### config.mk
export PLATFORM = sky130hd
export DESIGN_NAME = smr_softmute
export DESIGN_NICKNAME = d
export VERILOG_FILES = /design/src/rtl/smr_pkg.sv /design/src/rtl/smr_step_sel.sv /design/src/rtl/smr_level_ramp.sv /design/src/rtl/smr_mute_out.sv /design/src/rtl/smr_softmute.sv
export SDC_FILE = /design/constraint.sdc
export NUM_CORES = 1
export LEC_CHECK = 0
export BUFFER_PORTS_ARGS = -buffer_cell sky130_fd_sc_hd__buf_2
export CAP_MARGIN = 0
export CORE_MARGIN = 1
export CORE_UTILIZATION = 50
export DETAILED_ROUTE_END_ITERATION = 10
export GPL_ROUTABILITY_DRIVEN = 0
export PLACE_DENSITY_LB_ADDON = 0.25
export SKIP_LAST_GASP = 1
export SLEW_MARGIN = 30
export SYNTH_ARGS = -nofsm -noshare
export SYNTH_HDL_FRONTEND = slang
export SYNTH_SLANG_ARGS = --single-unit
### constraint.sdc
create_clock -name clk -period 4.29 [get_ports clk]
set_clock_uncertainty 0.15 [all_clocks]
set_input_delay 0.429 -clock clk [delete_from_list [all_inputs] [get_ports clk]]
set_output_delay 0.429 -clock clk [all_outputs]
set_load 0.05 [all_outputs]
### src/rtl/smr_pkg.sv
`timescale 1ns/1ps
// Shared types and helpers for the soft-mute ramp controller.
// Assumes speed codes come straight from a mode register; code 11 is
// treated as quad speed.
package smr_pkg;

    typedef enum logic [1:0] {
        SPD_SINGLE   = 2'b00,
        SPD_DOUBLE   = 2'b01,
        SPD_QUAD     = 2'b10,
        SPD_QUAD_ALT = 2'b11
    } speed_e;

    localparam int STEP_W = 3;

    // Gain increment per frame strobe: full scale is 4x the single-speed count.
    function automatic logic [STEP_W-1:0] step_for(input speed_e s);
        case (s)
            SPD_SINGLE: return 3'd4;
            SPD_DOUBLE: return 3'd2;
            default:    return 3'd1;
        endcase
    endfunction

endpackage

### src/rtl/smr_step_sel.sv
`timescale 1ns/1ps
// Step selector: picks the per-strobe gain increment. A new speed mode is
// taken only while the ramp is at rest (gain 0 or full scale); during a ramp
// the latched step is held. Assumes at_rest comes from the level register.
module smr_step_sel
    import smr_pkg::*;
(
    input  logic              clk,
    input  logic              rst_n,
    input  logic [1:0]        speed,
    input  logic              at_rest,
    output logic [STEP_W-1:0] step
);

    logic [STEP_W-1:0] step_q;

    // Choose the live mode at rest, otherwise keep the latched step.
    always_comb begin
        if (at_rest) step = step_for(speed_e'(speed));
        else         step = step_q;
    end

    // Latch the step in use so a ramp keeps it to the end.
    always_ff @(posedge clk) begin
        if (!rst_n) step_q <= step_for(SPD_SINGLE);
        else        step_q <= step;
    end

    a_r8_step_held: assert property (@(posedge clk) disable iff (!rst_n)
        !at_rest |=> $stable(step_q));
    a_r2_step_legal: assert property (@(posedge clk) disable iff (!rst_n)
        $countones(step) == 1);

endmodule

### src/rtl/smr_level_ramp.sv
`timescale 1ns/1ps
// Gain level register: moves by one step per frame strobe towards full scale
// when ramp_up is set, towards zero otherwise, and saturates at both ends.
// Assumes frame_tick is a one-cycle strobe synchronous to clk.
module smr_level_ramp
    import smr_pkg::*;
#(
    parameter int FULL  = 4608,
    parameter int LVL_W = 13
) (
    input  logic              clk,
    input  logic              rst_n,
    input  logic              frame_tick,
    input  logic              ramp_up,
    input  logic [STEP_W-1:0] step,
    output logic [LVL_W-1:0]  level,
    output logic [LVL_W-1:0]  level_next,
    output logic              at_rest
);

    localparam logic [LVL_W-1:0] FULL_L = LVL_W'(FULL);

    logic [LVL_W-1:0] step_l;
    logic [LVL_W:0]   sum_up;

    assign step_l = LVL_W'(step);
    assign sum_up = {1'b0, level} + {1'b0, step_l};
    assign at_rest = (level == '0) || (level == FULL_L);

    // Next level: one saturating step per strobe in the target direction.
    always_comb begin
        level_next = level;
        if (frame_tick) begin
            if (ramp_up) begin
                if (sum_up >= {1'b0, FULL_L}) level_next = FULL_L;
                else                          level_next = sum_up[LVL_W-1:0];
            end else begin
                if (level <= step_l) level_next = '0;
                else                 level_next = level - step_l;
            end
        end
    end

    // Level register, cleared to silence by reset.
    always_ff @(posedge clk) begin
        if (!rst_n) level <= '0;
        else        level <= level_next;
    end

    a_r4_hold_without_tick: assert property (@(posedge clk) disable iff (!rst_n)
        !frame_tick |=> $stable(level));
    a_r10_in_range: assert property (@(posedge clk) disable iff (!rst_n)
        level <= FULL_L);
    a_r2_rise_by_step: assert property (@(posedge clk) disable iff (!rst_n)
        (frame_tick && ramp_up && level != FULL_L) |=>
        ({1'b0, level} == {1'b0, $past(level)} + {1'b0, $past(step_l)}));
    a_r3_fall_by_step: assert property (@(posedge clk) disable iff (!rst_n)
        (frame_tick && !ramp_up && level != '0) |=>
        ({1'b0, level} + {1'b0, $past(step_l)} == {1'b0, $past(level)}));

endmodule

### src/rtl/smr_mute_out.sv
`timescale 1ns/1ps
// External mute line driver: low on fault, and low once a down-ramp has
// reached zero; high as soon as the target is up. Registered output.
// Assumes level_next is the value the level register takes at this edge.
module smr_mute_out #(
    parameter int LVL_W = 13
) (
    input  logic             clk,
    input  logic             rst_n,
    input  logic             fault,
    input  logic             ramp_up,
    input  logic [LVL_W-1:0] level_next,
    output logic             mute_ctl_n
);

    // Release on an up target or while signal is still present, unless faulted.
    always_ff @(posedge clk) begin
        if (!rst_n) mute_ctl_n <= 1'b0;
        else        mute_ctl_n <= !fault && (ramp_up || (level_next != '0));
    end

    a_r9_fault_mutes: assert property (@(posedge clk) disable iff (!rst_n)
        fault |=> !mute_ctl_n);
    a_r6_fast_release: assert property (@(posedge clk) disable iff (!rst_n)
        ramp_up |=> mute_ctl_n);

endmodule

### src/rtl/smr_softmute.sv
`timescale 1ns/1ps
// Soft-mute ramp controller top. Combines mute request and fault inputs into
// a ramp target, then drives the gain level and the external mute line.
// Assumes all inputs are synchronous to clk and frame_tick is a single-cycle strobe.
module smr_softmute
    import smr_pkg::*;
#(
    parameter int BASE_FRAMES = 1152,
    localparam int FULL       = 4 * BASE_FRAMES,
    localparam int LVL_W      = $clog2(FULL + 1)
) (
    input  logic             clk,
    input  logic             rst_n,
    input  logic             mute_req_n,
    input  logic [1:0]       speed,
    input  logic             frame_tick,
    input  logic             pwr_down,
    input  logic             ratio_err,
    output logic [LVL_W-1:0] gain,
    output logic             mute_ctl_n
);

    logic              fault;
    logic              ramp_up;
    logic              at_rest;
    logic [STEP_W-1:0] step;
    logic [LVL_W-1:0]  level_next;

    // Ramp target: up only on a normal request with no fault present.
    always_comb begin
        fault   = pwr_down || ratio_err;
        ramp_up = mute_req_n && !fault;
    end

    smr_step_sel u_step (
        .clk     (clk),
        .rst_n   (rst_n),
        .speed   (speed),
        .at_rest (at_rest),
        .step    (step)
    );

    smr_level_ramp #(.FULL(FULL), .LVL_W(LVL_W)) u_level (
        .clk        (clk),
        .rst_n      (rst_n),
        .frame_tick (frame_tick),
        .ramp_up    (ramp_up),
        .step       (step),
        .level      (gain),
        .level_next (level_next),
        .at_rest    (at_rest)
    );

    smr_mute_out #(.LVL_W(LVL_W)) u_mute (
        .clk        (clk),
        .rst_n      (rst_n),
        .fault      (fault),
        .ramp_up    (ramp_up),
        .level_next (level_next),
        .mute_ctl_n (mute_ctl_n)
    );

    a_r5_low_only_silent: assert property (@(posedge clk) disable iff (!rst_n)
        !mute_ctl_n |-> (gain == '0 || $past(fault)));

endmodule

# --- Word level (Yosys, flattened, before mapping) ---
# Index checks and enable logic that the tools add are counted.
# Widths: inputs -> output; s select.
totals:
  regBits: 17
op_classes:
  addsub: 2
  magnitude_cmp: 2
  n_eq_ne: 2
  mux: 6
  reduce_logical: 9
op_table:
  columns: ["op", "n"]
  rows:
  - ["$mux 13", 4]
  - ["$add 13x3->14", 1]
  - ["$ge 14x13->1 const B", 1]
  - ["$eq 13x13->1 const B", 1]
  - ["$le 13x3->1", 1]
  - ["$logic_not 13->1", 1]
  - ["$reduce_bool 13->1", 1]
  - ["$sub 13x3->13", 1]
  - ["$pmux 3 s2", 1]
  - ["$logic_or 1x1->1", 3]
  - ["$mux 3", 1]
  - ["$eq 2x1->1 const B", 1]
  - ["$logic_and 1x1->1", 2]
  - ["$logic_not 2->1", 1]
  - ["$logic_not 1->1", 1]

# --- Logic depth before layout (Yosys ltp) ---
# Gate-level depths: netlist of run 1.
logic_depth:
  ltp_word: 11
  ltp_mapped: 16
  depth_no_buf: 15

# --- Hierarchy ---
# A second synthesis of run 1 with hierarchy kept.
hier_totals:
  hier_cells: 236
  hier_area_um2: 1870.5
by_module_without_submodules:
  columns: ["module", "n_inst", "cells_each", "area_per_inst_um2", "seq_area_each_um2"]
  rows:
  - ["smr_level_ramp", 1, 214, 1672.9, 260.2]
  - ["smr_step_sel", 1, 13, 126.4, 60.1]
  - ["smr_mute_out", 1, 7, 57.6, 20.0]
  - ["smr_softmute", 1, 2, 13.8, 0.0]

# --- Worst setup path before layout of run 1 ---
# Ideal clock, no wire load.
synth_timing:
  path_kind: "reg-to-reg"
  start: "register u_level.level[10]"
  end: "register u_mute.mute_ctl_n"
  t_arrival_ns: 4.463
  required_time_ns: 4.059
  path_slack_ns: -0.403
  path_stages_with_launch: 15
  n_path_buf: 0
  synth_period_minus_slack_ns: 4.693
  cell_sequence: "dfxtp_1 or4_1 nor4_1 nand3_1 a21oi_1 inv_1 ha_1 nand3_1 a2111oi_0 mux2i_1 nor4_4 o21ai_0 a2111oi_0 a21oi_1 a41oi_1"
synth_between:
  elab_chain_len: 11
synth_lines:
  columns: ["item", "line_no", "source"]
  rows:
  - ["start, declared", "smr_level_ramp.sv:16", "output logic [LVL_W-1:0] level,"]
  - ["start signal, assigned", "smr_level_ramp.sv:47", "else level <= level_next;"]
  - ["$eq 13x13->1 or $logic_not 13->1 (tied branches)", "smr_level_ramp.sv:28", "assign at_rest = (level == '0) || (level == FULL_L);"]
  - ["$logic_or 1x1->1 (*)", "smr_level_ramp.sv:28", null]
  - ["$mux 3 (*)", "smr_step_sel.sv:19", "if (at_rest) step = step_for(speed_e'(speed));"]
  - ["named net step[1]", "smr_softmute.sv:26", "logic [STEP_W-1:0] step;"]
  - ["$add 13x3->14", "smr_level_ramp.sv:27", "assign sum_up = {1'b0, level} + {1'b0, step_l};"]
  - ["$ge 14x13->1", "smr_level_ramp.sv:35", "if (sum_up >= {1'b0, FULL_L}) level_next = FULL_L;"]
  - ["$mux 13", "smr_level_ramp.sv:35", null]
  - ["$mux 13 (*)", "smr_level_ramp.sv:34", "if (ramp_up) begin"]
  - ["$mux 13 (*)", "smr_level_ramp.sv:33", "if (frame_tick) begin"]
  - ["$reduce_bool 13->1 (*)", "smr_mute_out.sv:19", "else mute_ctl_n <= !fault && (ramp_up || (level_next != '0));"]
  - ["$logic_or 1x1->1 (*)", "smr_mute_out.sv:19", null]
  - ["$logic_and 1x1->1 (*)", "smr_mute_out.sv:19", null]
  - ["end signal, assigned", "smr_mute_out.sv:19", null]
  - ["end, declared", "smr_mute_out.sv:13", "output logic mute_ctl_n"]
# Mark *: on every way through the listed nets, which the timed path passes. The rest lies on a longest branch.
# A chain may end at the register's enable or synchronous reset.

# --- Worst setup path after layout of run 1 ---
layout_timing:
  start: "register u_level.level[11]"
  end: "register u_mute.mute_ctl_n"
# The elaborated chain is that of the path after synthesis.

==> results.md, run 1 <==
- Clock-pin slew was measured on the worst setup and hold paths at 120 ps.
- No sink is reached through more buffers than the 2 on the longest clock path.
- The post-synthesis register bit count is 17.
- The run finished with clean final reports.
- Once detail routing completed, the nets flagged for antenna violations numbered 0.
- The via-per-instance ratio is 6.38.
- The half-perimeter wire length of the detailed placement result is 4120 um.
- The later pin in the worst-skew pair is clocked with a latency of 300 ps.
- The layout has 239 filler cells.
- In this run the top signal layer used is met4.
- The count of hold-fix buffers inserted at cts is 0.
- The max-slew violation count came to 0.
- In the finished design, the share of the clock period the worst path needs comes to 0.995.
- Counting flops with an async set or reset pin after synthesis yields a share of 0.
- The worst hold path belongs to the class in2reg.
- The count of buffers from port buffering is 21.
- The slack of the critical path is 21.7 ps.
- At the worst endpoint, the arrival time is 4270 ps.
- The relative max-transition margin is 0.691.
- Subtracting the final worst setup slack from the clock period gives 4270 ps.
- The most instantiated flip-flop cell in the synthesis netlist is dfxtp_1.
- The total track usage is 0.341.
- The met3 layer wire length in the routed design is 441 um.
- In this run the power density over the cells is 908 nW/um^2.
- The via count of the first global-routing pass is 1902.
- The CTS tree is done.
- The clock tree root buffer cell is clkbuf_4.
- Of the total power, the clock network draws 0.042.
- The number of nets produced by synthesis is 236.
- The total count of hold-check failures in the final report is 0.
- Setup repair after global routing could not meet its margin everywhere.
- The number of enable flip-flop cells after synthesis is 0.
- After detailed routing, the number of remaining DRC violations is 0.
- For this run, the register share of the synthesized area comes to 0.203.
- In the post-synthesis netlist, the biggest area contributors are dfxtp_1 (20%), ha_1 (6.0%), nor2_1 (4.5%), and2_1 (4.1%), nand2_1 (3.8%).
- Of all cell types, the one taking the most synthesized area is dfxtp_1.
- Yosys instantiated no cell more often than nor2_1.
- Grouping stages by cell kind, the critical path spends the most delay in compound AO/OA/AOI/OAI gates.
- The detailed router put a total of 2400 um of wire on met1.
- In this design, the stage delay of the slowest critical-path cell is 540 ps.
- The number of buffers created by CTS is 3.
- The cell area after placement is 2110 um^2.
- Counting both buffers and inverters, the worst setup path holds a total of 2.
- Summed over all nets, the switching power comes to 1.10 mW.
- After routing the design area is 2360 um^2.
- In the final routed layout, each cell accounts on average for 18.2 um.
- Counting distinct cell types in the post-synthesis netlist gives 55.
- The category of the worst setup path capture point is a register.
- The global-route wire length before repair is 8950 um.
- Data on the critical path is required at its endpoint by 4300 ps.
- The die area is 3590 um^2.
- Of the post-synthesis cell area, the dominant cell type holds 0.203.
- Of the total power, the share spent switching nets is 0.512.
- Wires add up to 5800 um.
- Along the worst path, the maximum fanout reaches 8.
- The initialized floorplan defines 20 standard-cell rows.
- During I/O placement, the number of pins put on the boundary was 22.
- The met2 routed wirelength is 2750 um.
- The combinational cell fraction of total power is 0.844.
- The core area is 3130 um^2.
- The starting utilization of the core area is 0.536.
- The cell count after synthesis came out at 218.
- The number of detailed-routing iterations run before antenna repair is 5.
- The critical path is of the reg2reg type.
- The signal on the critical path passes through or4_4, nor4_4, nand3_2, a21oi_2, inv_1, ha_1, nand3_2, a2111oi_4, mux2i_2, nor4_4, buf_4, a31oi_1, o22ai_1, a2111oi_2, a41oi_1.
- For this run the aggregate overflow at the end of global routing stands at 0.
- The share of total power dissipated in sequential elements is 0.114.
- The TritonCTS sink count is 17.
- Relative to the synthesized area, the layout overhead comes to 40.9%.
- The actual slew at the worst max-slew pin is 464 ps.
- The fmax is 234 MHz.
- The number of antenna violations at the first check in global routing is 0.
- Detailed routing inserted a total of 2029 vias.
- The multi-input combinational cell area is 1450 um^2.
- Internal power comes to 1.05 mW.
- The largest net degree at the start of global routing is 23.
- The final layout contains 293 nets.
- The netlist area before placement is 1680 um^2.
- The iteration-0 DRC count of the detailed router is 152.
- Across the run, the number of max-cap violations was 0.
- Setup violations remaining at the end of the flow were counted as 0.
- For this run, the number of Yosys warnings is 0.
- The number of levels in the clock H-tree is 1.
- In the final layout, the share of cells above drive strength 1 is 0.423.
- The startpoint type of the worst setup path is a register.
- The area taken by flip-flops and latches is 350 um^2.
- The static leakage is 0.962 nW.
- The x dimension of the die is 59.9 um.
- Across the VDD grid, the largest voltage drop is 510 uV.
- The cell with the largest stage delay on the worst path is or4_4.
- The mean area per synthesized cell is 7.69 um^2.
- The number of antenna diodes in the final layout is 0.
- The post-placement worst setup slack is -209 ps.
- In this run the vertical extent of the chip is 59.9 um.
- By count the netlist is led by nor2_1 (20), dfxtp_1 (17), nand2_1 (17).
[path summary, 6_finish.rpt]
| check | end | cells after the start | slack (ps) | from |
|---|---|---|---|---|
| max | u_mute.mute_ctl_n | 15 | 20 | u_level.level[11] |
| min | u_mute.mute_ctl_n | 4 | 250 | pwr_down |
| max reg2reg | u_mute.mute_ctl_n | 15 | 20 | u_level.level[11] |
| min reg2reg | u_step.step_q[2] | 3 | 450 | u_step.step_q[2] |
[worst min-delay path, cell delays in order]
cell and delay [ps]:
buf_2 90, nor2_1 40, nand2_1 50, a41oi_1 40
[state kept, by name, summed over array words and instances (netlist names)]
signal,cells
u_mute.mute_ctl_n,1
u_step.step_q,3
u_level.level,13
[routing by layer]
metal,track usage,up-vias
li1,-,945
met1,0.431,951
met2,0.565,110
met3,0.0606,23
met4,0.146,0
met5,0,-
[power by group through the flow]
stage / Combinational, mW / Clock (mW) / Sequential (mW)
finish: 1.81 / 0.0896 / 0.245
global placement: 1.52 / 0 / 0.240
CTS: 1.65 / 0.0908 / 0.242
detailed placement: 1.54 / 0 / 0.241
global route: 1.94 / 0.0961 / 0.251
floorplan: 0.907 / 0 / 0.355
[cells by family (layout without fill, tap and decap cells)]
group	after synthesis	after routing	synth area share
adders and majority gates	10	10	0.0836
DFF	17	17	0.203
AOI/OAI and AO/OA	64	64	0.276
muxes	5	5	0.0314
xor gates and xnor gates	5	5	0.0261
and+or+nand+nor	93	93	0.314
buffers and inverters	24	80	0.0657
[through the flow]
stage | TNS [ps] | cells | utilization | hold slack [ps] | power [mW]
6_report | 0 | 318 | 0.755 | 250 | 2.14
5_1_grt | -104 | 318 | 0.755 | 259 | 2.29
3_5_place_dp | -209 | 309 | 0.676 | 426 | 1.78
2_1_floorplan | 0 | 218 | - | 292 | 1.26
3_3_place_gp | -220 | 309 | 0.676 | 434 | 1.76
4_1_cts | 0 | 314 | 0.704 | 248 | 1.99
[cells in the final DEF, fill, tap and decap left out, types with 3 or more instances in the layout]
cell and n:
buf_4 45, nand3_2 3, ha_1 6, o21ai_0 7, buf_2 21, a21oi_2 3
nand3_1 4, and2_1 11, and3_1 5, nor4_4 3, o221ai_1 4, nor3b_1 3
inv_1 8, nor2b_1 4, clkbuf_4 3, nor4_1 5, nor2_1 20, nand2_1 17
o2111ai_2 4, a21oi_1 9, or4_4 4, dfxtp_1 13
[layout make-up]
| class | count | area share |
|---|---|---|
| Sequential cell | 17 | 0.148 |
| Tap cell | 44 | 0.0233 |
| Multi-Input combinational cell | 177 | 0.614 |
| Clock buffer | 4 | 0.0111 |
| Timing Repair Buffer | 66 | 0.188 |
| Inverter | 10 | 0.0159 |
[repair_timing]
action	CTS	global route
pin swaps	1	14
buffers inserted	1	4
setup endpoints to repair	1	7
gates resized for setup	10	23
Note: power is estimated with default switching activity, not from simulation.
==> run 2: changes to the inputs <==
Settings changed: PLACE_DENSITY_LB_ADDON 0.25 to 0.3.
Clock period 4.29 ns to 5.5 ns, I/O delays scaled along.
==> results.md, run 2 (synthesis gave the netlist of run 1 again) <==
- Result of the run: complete, no violations (unchanged).
- The die area is 3590 um^2 (unchanged).
- The startpoint type of the worst setup path is a register (unchanged).
- The finished layout cell area came to 1800 um^2 (was 2360 um^2).
- The length of routed wiring on met1 is 2060 um (was 2400 um).
- The remaining antenna violation count is 0 (unchanged).
- The number of flip-flops under the largest register name came to 13 (unchanged).
- The met3 layer wire length in the routed design came to 443 um (was 441 um).
- The fill cell instance count of the final layout is 297 (was 239).
- The average routed wire per standard cell was 16.6 um (was 18.2 um).
- The category of the worst setup path capture point is a register (unchanged).
- The count of buffers from port buffering is 21 (unchanged).
- The data arrival time of the critical path is 5110 ps (was 4270 ps).
- The max-slew violation count is 0 (unchanged).
- The actual slew at the worst max-slew pin is 663 ps (was 464 ps).
- The topmost layer with routed signal wires is met4 (unchanged).
- The number of buffer and inverter instances along the worst setup path is 1 (was 2).
- The via count of the first global-routing pass was 1515 (was 1902).
- The largest net degree at the start of global routing is 23 (unchanged).
- The number of buffers created by CTS is 3 (unchanged).
- The number of antenna violations at the first check in global routing is 0 (unchanged).
- The number of cell rows is 20 (unchanged).
- The total count of hold-check failures in the final report is 0 (unchanged).
- The class of the worst hold path is in2reg (unchanged).
- The met2 routed wirelength is 1980 um (was 2750 um).
- The gate family responsible for the most delay along the worst path was compound AO/OA/AOI/OAI gates (unchanged).
- The count of hold-fix buffers inserted at cts is 0 (unchanged).
- The largest fanout on the critical path is 10 (was 8).
- The fmax is 200 MHz (was 234 MHz).
- The maximum buffer depth of the clock tree is 2 (unchanged).
- The source-to-sink clock delay at the later pin of the worst-skew pair is 320 ps (was 300 ps).
- The relative max-transition margin is 0.555 (was 0.691).
- The total instance count after detailed placement is 270 (was 309).
- The clock transition at the registers of the reported paths came to 120 ps (about the same).
- The half-perimeter wire length of the detailed placement result was 3320 um (was 4120 um).
- The DRC violation count after routing is 0 (unchanged).
- The x dimension of the die is 59.9 um (unchanged).
- The number of ports placed on the die boundary was 22 (unchanged).
- The post-route minimum period was 5010 ps (was 4270 ps).
- The static leakage is 0.708 nW (was 0.962 nW).
- The number of nets in the final layout is 249 (was 293).
- The worst voltage drop across the vdd grid is 271 uV (was 510 uV).
- The total track usage is 0.281 (was 0.341).
- The register with the most flip-flops was u_level.level (unchanged).
- The antenna cell count is 0 (unchanged).
- The iteration-0 DRC count of the detailed router was 172 (was 152).
- Registers with the highest flip-flop counts: u_level.level x13, u_step.step_q x3, u_mute.mute_ctl_n x1 (unchanged).
- The number of detailed-routing iterations run before antenna repair is 5 (unchanged).
- The critical path start-end classification is reg2reg (unchanged).
- The number of buffers inserted to repair setup after CTS is 0 (was 1).
- The total number of vias is 1771 (was 2029).
- The number of maximum-capacitance violations is 0 (unchanged).
- The number of cells in the finished layout apart from fillers is 274 (was 318).
- The fraction of the cycle the final worst path needs is 0.910 (was 0.995).
- The cell with the largest stage delay on the worst path is or4_1 (was or4_4).
- The worst flop-to-flop path startpoint is u_level.level[10] (was u_level.level[11]).
- The layout-stage area growth over the synthesis result is 7.62% (was 40.9%).
- The number of endpoints failing setup at the final stage came to 0 (unchanged).
- The number of levels in the clock H-tree is 1 (unchanged).
- The required time of the critical path came to 5600 ps (was 4300 ps).
- Cell-by-cell listing of the critical path: or4_1, nor4_1, nand3_1, a21oi_1, inv_1, ha_1, nand3_1, a2111oi_1, mux2i_1, nor4_4, o21ai_0, a2111oi_0, a21oi_1, a41oi_1 (was or4_4, nor4_4, nand3_2, a21oi_2, inv_1, ha_1, nand3_2, a2111oi_4, mux2i_2, nor4_4, buf_4, a31oi_1, o22ai_1, a2111oi_2, a41oi_1).
- The CTS tree is done (unchanged).
- The beginning of the worst hold path was pwr_down (unchanged).
- RSZ-0062 raised after global routing: no (was yes).
- The aggregate negative setup slack is 0 ps (unchanged).
- The die span in y is 59.9 um (unchanged).
- The fraction of final layout cells with drive strength greater than 1 came to 0.165 (was 0.423).
- The global-route wire length before repair came to 7430 um (was 8950 um).
- The number of instances resized during post-cts repair is 0 (was 10).
- The power density of the placed cells is 685 nW/um^2 (was 908 nW/um^2).
- The residual overflow from global routing is 0 (unchanged).
- The sum of routed wire length over all layers is 4560 um (was 5800 um).
- The clock tree root buffer cell is clkbuf_4 (unchanged).
- The origin of the worst setup path is u_level.level[10] (was u_level.level[11]).
- The core area is 3130 um^2 (unchanged).
- The TritonCTS sink count is 17 (unchanged).
- The stage delay of the slowest cell on the critical path is 580 ps (was 540 ps).
- The via-per-instance ratio is 6.46 (was 6.38).
- Leading cell types in the layout, fill and taps excluded: buf_2 (21), nor2_1 (20), nand2_1 (17), dfxtp_1 (17) (was buf_4 (45), buf_2 (21), nor2_1 (20)).
- The most frequent standard cell in the layout excluding fill and tap cells is buf_2 (was buf_4).
- The share of the core filled with cells is 0.576 (was 0.755).
- The starting utilization of the core area came to 0.536 (unchanged).
- The cell area after placement is 1770 um^2 (was 2110 um^2).
## run 2: changes by cell type in the layout (fill, tap and decap cells not counted), sizes merged
cell / before / now
clkinv: 1 / 2
clkbuf: 4 / 3
buf: 66 / 22
## run 2: layout make-up
type                       instances  area [um^2]  share of cell area
tap                               44         55.1              0.0305
clock inverter                     1         5.00             0.00278
timing repair buffer              22          113              0.0625
inverter                          10         37.5              0.0208
clock buffer                       3         22.5              0.0125
sequential                        17          340               0.189
multi-input combinational        177         1230               0.682
## run 2: through the flow
stage          hold WS (ps)  worst slack, ps  power, mW
3_3_place_gp            329              420       1.14
5_1_grt                 377              103       1.33
2_1_floorplan           303              807      0.959
3_5_place_dp            331              346       1.14
4_1_cts                 344              341       1.21
6_report                345              494       1.23
## run 2: path summary, 6_finish.rpt
path                  endpoint  cells past startpoint  slack, ps
max          u_mute.mute_ctl_n                     14        490
min          u_mute.mute_ctl_n                      4        350
max reg2reg  u_mute.mute_ctl_n                     14        490
min reg2reg   u_step.step_q[2]                      2        360
## run 2: worst register-to-register path, delay by kind of cell (launching register included)
kind	cells	cell delay, ps
adder cells (fa/ha/maj)	1	370
buffers and inverters	1	110
AND/OR/NAND/NOR	5	1770
multiplexers	1	220
AO/OA/AOI/OAI	6	1940
flip-flops	1	390
## run 2: where the power goes
group / internal [mW] / switching (mW)
Clock: 0.0273 / 0.0471
Combinational: 0.354 / 0.590
Sequential: 0.157 / 0.0591
Total: 0.539 / 0.696
## run 2: metal layers
layer / up-vias / track usage
met2: 105 / 0.411
met1: 809 / 0.399
met4: 0 / 0.136
met5: - / 0
li1: 850 / -
met3: 7 / 0.0411
